===== config.mk =====
export PLATFORM = sky130hd
export DESIGN_NAME = ipi_mailbox
export DESIGN_NICKNAME = d
export VERILOG_FILES = /design/src/rtl/ipi_mailbox.sv
export SDC_FILE = /design/constraint.sdc
export NUM_CORES = 1
export LEC_CHECK = 0
export CORE_MARGIN = 2
export CORE_UTILIZATION = 39
export CTS_CLUSTER_DIAMETER = 120
export DETAILED_ROUTE_END_ITERATION = 6
export GPL_ROUTABILITY_DRIVEN = 0
export GPL_TIMING_DRIVEN = 0
export SLEW_MARGIN = 10
export SYNTH_ARGS = -nofsm -noshare
export SYNTH_HDL_FRONTEND = slang
export SYNTH_SLANG_ARGS = --single-unit

===== constraint.sdc =====
create_clock -name clk -period 1.1 [get_ports clk]
set_input_delay 0.22 -clock clk [delete_from_list [all_inputs] [get_ports clk]]
set_output_delay 0.22 -clock clk [all_outputs]
set_load 0.005 [all_outputs]

===== src/rtl/ipi_mailbox.sv =====
module ipi_mailbox #(
  parameter int unsigned NCORES = 4,
  parameter int unsigned ADDR_W = 8
) (
  input  logic              clk,
  input  logic              rst_n,
  input  logic [ADDR_W-1:0] bus_addr,
  input  logic              bus_wr,
  input  logic [31:0]       bus_wdata,
  input  logic              bus_rd,
  output logic [31:0]       bus_rdata,
  output logic [NCORES-1:0] irq_out
);
  localparam int unsigned IW = ADDR_W - 3;
  localparam int unsigned CW = (NCORES > 1) ? $clog2(NCORES) : 1;

  logic [IW-1:0]     idx;
  logic              in_range, is_stat, ctl_wr, gen_ok;
  logic [13:0]       dst;
  logic [NCORES-1:0] pend, gen_to, ack_to;
  logic [13:0]       src_q [NCORES];
  logic [15:0]       dat_q [NCORES];
  logic [CW-1:0]     sel;

  assign idx      = bus_addr[ADDR_W-1:3];
  assign is_stat  = bus_addr[2];
  assign in_range = 32'(idx) < NCORES;
  assign sel      = CW'(idx);
  assign ctl_wr   = bus_wr && !is_stat && in_range;
  assign dst      = bus_wdata[29:16];
  assign gen_ok   = ctl_wr && bus_wdata[30] && (32'(dst) < NCORES);
  assign irq_out  = pend;

  for (genvar k = 0; k < NCORES; k++) begin : g_core
    assign gen_to[k] = gen_ok && (32'(dst) == k);
    assign ack_to[k] = ctl_wr && bus_wdata[31] && (32'(idx) == k);

    always_ff @(posedge clk or negedge rst_n) begin
      if (!rst_n) begin
        pend[k]  <= 1'b0;
        src_q[k] <= '0;
        dat_q[k] <= '0;
      end else if (gen_to[k]) begin
        pend[k]  <= 1'b1;
        src_q[k] <= 14'(idx);
        dat_q[k] <= bus_wdata[15:0];
      end else if (ack_to[k]) begin
        pend[k]  <= 1'b0;
      end
    end

    assert_gen_sets_R2: assert property (@(posedge clk) disable iff (!rst_n)
      gen_to[k] |=> irq_out[k]);
    assert_ack_clears_R3: assert property (@(posedge clk) disable iff (!rst_n)
      ack_to[k] && !gen_to[k] |=> !irq_out[k]);
    assert_level_hold_R4: assert property (@(posedge clk) disable iff (!rst_n)
      !gen_to[k] && !ack_to[k] |=> $stable(irq_out[k]));
  end

  always_ff @(posedge clk or negedge rst_n) begin
    if (!rst_n)
      bus_rdata <= '0;
    else if (bus_rd && in_range && is_stat)
      bus_rdata <= {1'b0, pend[sel], src_q[sel], dat_q[sel]};
    else
      bus_rdata <= '0;
  end

  assert_rd_oob_zero_R10: assert property (@(posedge clk) disable iff (!rst_n)
    bus_rd && !in_range |=> bus_rdata == 32'd0);
  assert_rd_idle_zero_R10: assert property (@(posedge clk) disable iff (!rst_n)
    !bus_rd |=> bus_rdata == 32'd0);
  assert_rd_ctrl_zero_R9: assert property (@(posedge clk) disable iff (!rst_n)
    bus_rd && !is_stat |=> bus_rdata == 32'd0);
endmodule


Word level (Yosys, flattened, before mapping)
Index checks and enable logic that the tools add are counted.

operators by class
  $lt $le $gt $ge = 4
  eq/ne operators = 6
  mux-type cells = 17
  bitwise logic cells = 1
  reductions and logical operators = 22

operator list
  operator                                                                       count
  16-bit binary-select mux with 2-bit select                                     1
  16-bit two-way mux                                                             2
  31-bit two-way mux                                                             1
  14-bit binary-select mux with 2-bit select                                     1
  14-bit by 2-bit equality test with 1-bit output, second input constant         2
  14-bit two-way mux                                                             2
  1-bit logical AND                                                              15
  14-bit by 1-bit equality test with 1-bit output, second input constant         1
  14-bit zero test                                                               1
  14-bit by 3-bit less-than comparator with 1-bit output, second input constant  1
  5-bit by 2-bit equality test with 1-bit output, second input constant          2
  1-bit two-way mux                                                              9
  2-bit nonzero test                                                             4
  5-bit by 1-bit equality test with 1-bit output, second input constant          1
  5-bit zero test                                                                1
  5-bit by 3-bit less-than comparator with 1-bit output, second input constant   1
  3-bit greater-or-equal comparator, second input constant                       1
  2-bit by 3-bit less-than comparator with 1-bit output, second input constant   1
  2-bit NOT with 3-bit output                                                    1
  1-bit binary-select mux with 2-bit select                                      1
  1-bit zero test                                                                1

word-level totals
  bits in registers = 120
  output and inout bits = 36
  logic and storage cells = 63

Longest topological paths before layout
  word-level depth = 7
  depth in mapped cells = 5
  depth with buffers taken out = 4

Worst setup path after synthesis
Ideal clock, no wire load.

  path kind = input to register
  from = input bus_wdata[21]
  to = register dat_q[33] (netlist name)
  setup time = 125 ps
  arrival time = 1608 ps
  required time = 975 ps
  setup slack = -633 ps
  stages on the path = 5
  cell sequence = nor4_1 > nand2_1 > nor4b_4 > buf_6 > mux2_4

between the ends
  word-level cells in the longest chain between the ends = 3

RTL lines
  what                                                    RTL line  source
  start: declaration                                      9         input logic [31:0] bus_wdata,
  14-bit by 3-bit less-than comparator with 1-bit output  31        assign gen_ok = ctl_wr && bus_wdata[30] && (32'(dst) < NCORES);
  1-bit logical AND                                       31
  1-bit logical AND *                                     35        assign gen_to[k] = gen_ok && (32'(dst) == k);
  end signal: indexed assignment                          46        dat_q[k] <= bus_wdata[15:0];
  end: declaration                                        22        logic [15:0] dat_q [NCORES];

Every way passes the cells marked *; elsewhere a longest branch is shown, timed or not.
A chain may end at the register's enable or synchronous reset.

Worst setup path in the final report
  from = input bus_addr[2]
  to = register dat_q[40] (netlist name)

between the ends
  word-level cells in the longest chain between the ends = 6

RTL lines
  what                            RTL line  source
  start: declaration              7         input logic [ADDR_W-1:0] bus_addr,
  1-bit zero test                 29        assign ctl_wr = bus_wr && !is_stat && in_range;
  1-bit logical AND (2 in a row)  29
  1-bit logical AND (2 in a row)  31
  1-bit logical AND               35

No other way between the ends.

==> results_dict.tcl <==
set metrics [dict create \
    nets 454 \
    clock_path_buffers 2 \
    firstDrtPassIters 4 \
    final_util 0.540 \
    p_sw_frac 0.216 \
    h-tree-depth 3 \
    syn2layout_area_growth_pct 36.3 \
    diodes 0 \
    ios 80 \
    worstSetupStartpointType "input pin" \
    status "complete, but fails checks" \
    worstSkewPairLatency_ns 0.34 \
    fin_ws_ns -0.511 \
    cts_sinks 110 \
    maxCapViolCount 0 \
    numPortBuffers 65 \
    cp-end-kind "flop" \
    rrSetupSlack_ns -0.12 \
    violations "negative setup slack" \
    fp.dieW_um 114 \
    die_h_um 114 \
    synth_cell_types 26 \
    power_frac_seq 0.532 \
    cts.clk_slew.worst_paths_ns 0.07 \
    setup_violations 113 \
    mostFrequentLayoutCell "dfrtp_1" \
    antenna_found_initial 0 \
    p_int_uw 5960 \
    synth_seq_area_share 0.583 \
    ir_worst_vdd_v 0.000656 \
    dieArea_um2 13000 \
    slowest_delay_ns 0.30 \
    max_clock_freq_mhz 621 \
    cts_inserted_buffers 9 \
    hp-class "in2reg" \
    layout.cells.non_filler 562 \
    netlist_area_um2 4720 \
    yosysTopAreaCell "dfrtp_1" \
    grt_pass1_vias 2926 \
    period_needed_ns 1.61 \
    drcViolationCount 0 \
    worstSetupPathType "in2reg" \
    tritoncts "built" \
    syn_avg_cell_area_um2 16.3 \
    drt_iter0_drc 119 \
    cp.required_ns 1.33 \
    hold_viol_final 0 \
    rows 40 \
    totalWireLength_mm 10.1 \
    placed_cells 512 \
    root_buffer "clkbuf_16" \
    wire_per_inst_um 18.0 \
    vias 2771 \
    worstMarginPinSlew_ns 0.677 \
    maxSlewViolCount 0 \
    core_area_um2 11900 \
    start_util 0.397 \
    critPathMostFrequentCell "buf_6" \
    drive_gt1_frac 0.530 \
    gr-usage-all-layers 0.164 \
    gr-total-overflow 0 \
    hpwlAfterDp_mm 6.20 \
    synth_top_area_frac 0.583 \
    synth.area.top_cells "dfrtp_1, mux2_2, mux4_2, nor2b_1, mux2_4" \
    grt_pass1_wl_mm 16.1 \
    via_per_inst 4.93 \
    cp_data_arrival_time_ns 1.84 \
    comb_power_share 0.059 \
    finClkSkew_ns 0.00326 \
    clockPowerShare 0.409 \
    yosysWarnings 0 \
    ys_ff_latch 110 \
    power_density_nw_per_um2 1180 \
    grt_max_degree 74 \
    fin_crit_sh 1.46 \
    layout_common_cells "dfrtp_1, mux2_4, nor2b_1, buf_2, buf_4" \
    syn_inst 290 \
    rsz0062_at_grt "yes" \
    relSlewSlack 0.549 \
    final_antenna_net_count 0 \
    crit_fanout 5 \
    p_sw_uw 1640 \
    critPathSlowestCell "mux2_4" \
    dp_worst_setup_slack_ns -1.28 \
    leakage_uw 0.00318 \
    cp_cell_sequence "dlygate4sd2_1, nor2b_4, nand4_4, buf_6, nor4b_4, buf_6, buf_8, mux2_4" \
]
[power by group through the flow]
| stage | Sequential [uW] | Combinational, uW | Clock, uW |
|---|---|---|---|
| after floorplan | 4120 | 145 | 0 |
| after global placement | 4120 | 434 | 0 |
| after detailed placement | 4120 | 454 | 0 |
| after CTS | 4040 | 449 | 3180 |
| after global routing | 4040 | 495 | 3370 |
| final | 4040 | 448 | 3110 |
[worst paths after layout]
check	startpoint	end	cells after the start
worst max-delay path	bus_addr[2]	dat_q[40]	8
worst min-delay path	bus_addr[3]	src_q[42]	2
worst max register to register	irq_out[1]	bus_rdata[30]	3
worst min register to register	dat_q[7]	dat_q[7]	1
max in group asynchronous	rst_n	dat_q[32]	3
min in group asynchronous	rst_n	dat_q[24]	2
[critical path, delay by kind of cell]
family / cells / cell delay, ns
and+or+nand+nor: 3 / 0.56
buffers and inverters: 4 / 0.76
muxes: 1 / 0.30
[through the flow]
stage | TNS, ns | hold WS [ns] | instance area, um2 | power [uW]
floorplan | -42.92 | -0.0756 | 4980 | 4270
global placement | -591.18 | 0.475 | 5810 | 4560
detailed placement | -116.60 | 0.148 | 5840 | 4570
CTS | -37.88 | 0.188 | 6380 | 7670
global route | -46.69 | 0.190 | 6440 | 7900
finish | -38.65 | 0.192 | 6440 | 7600
[routing by layer]
layer  vias to the layer above  GRT usage  share of wire
li1                       1259          -              -
met1                      1450      0.224           0.46
met2                        51      0.266           0.50
met3                        11     0.0228          0.029
met4                         0     0.0650          0.013
met5                         -          0              0
[repair_timing]
| action | 4_1_cts | 5_1_grt |
|---|---|---|
| hold buffers | 1 | 0 |
| setup buffers | 26 | 3 |
| endpoints found under the hold margin | 37 | 0 |
| setup endpoints to repair | 136 | 186 |
| pin swaps | 11 | 3 |
| resized for setup | 199 | 13 |
| gates cloned | 3 | 2 |
[logic make-up after synthesis]
logic type,share of synthesized area
and+or+nand+nor,0.0882
AOI/OAI and AO/OA,0.00583
buffers and inverters,0.0379
DFF,0.583
other,0.000794
muxes,0.285
[final cells by class]
cell class                 count  area (um2)
clock buffer                  12         267
buffer                        26         280
timing repair buffer         100         871
fill                         985        5470
sequential                   110        2750
multi-input combinational    162        2060
clock inverter                 4        20.0
tap                          147         184
inverter                       1        3.75
[Yosys cell counts, drive strengths merged]
cell type / number
nor4b: 2
buf: 20
nand2: 3
mux2: 72
dfrtp: 110
conb: 1
nand4: 1
nand3: 2
nor2b: 35
nor4: 3
mux4: 22
o31ai: 1
nor2: 1
inv: 1
o21ai: 1
nand2b: 2
or3b: 2
a21o: 2
clkbuf: 6
nor3: 3
[sequential cells by signal, summed over array words and instances, names as in the netlist]
register / flops
dat_q: 64
bus_rdata: 22
src_q: 20
irq_out: 4
(Power assumes the default switching activity.)
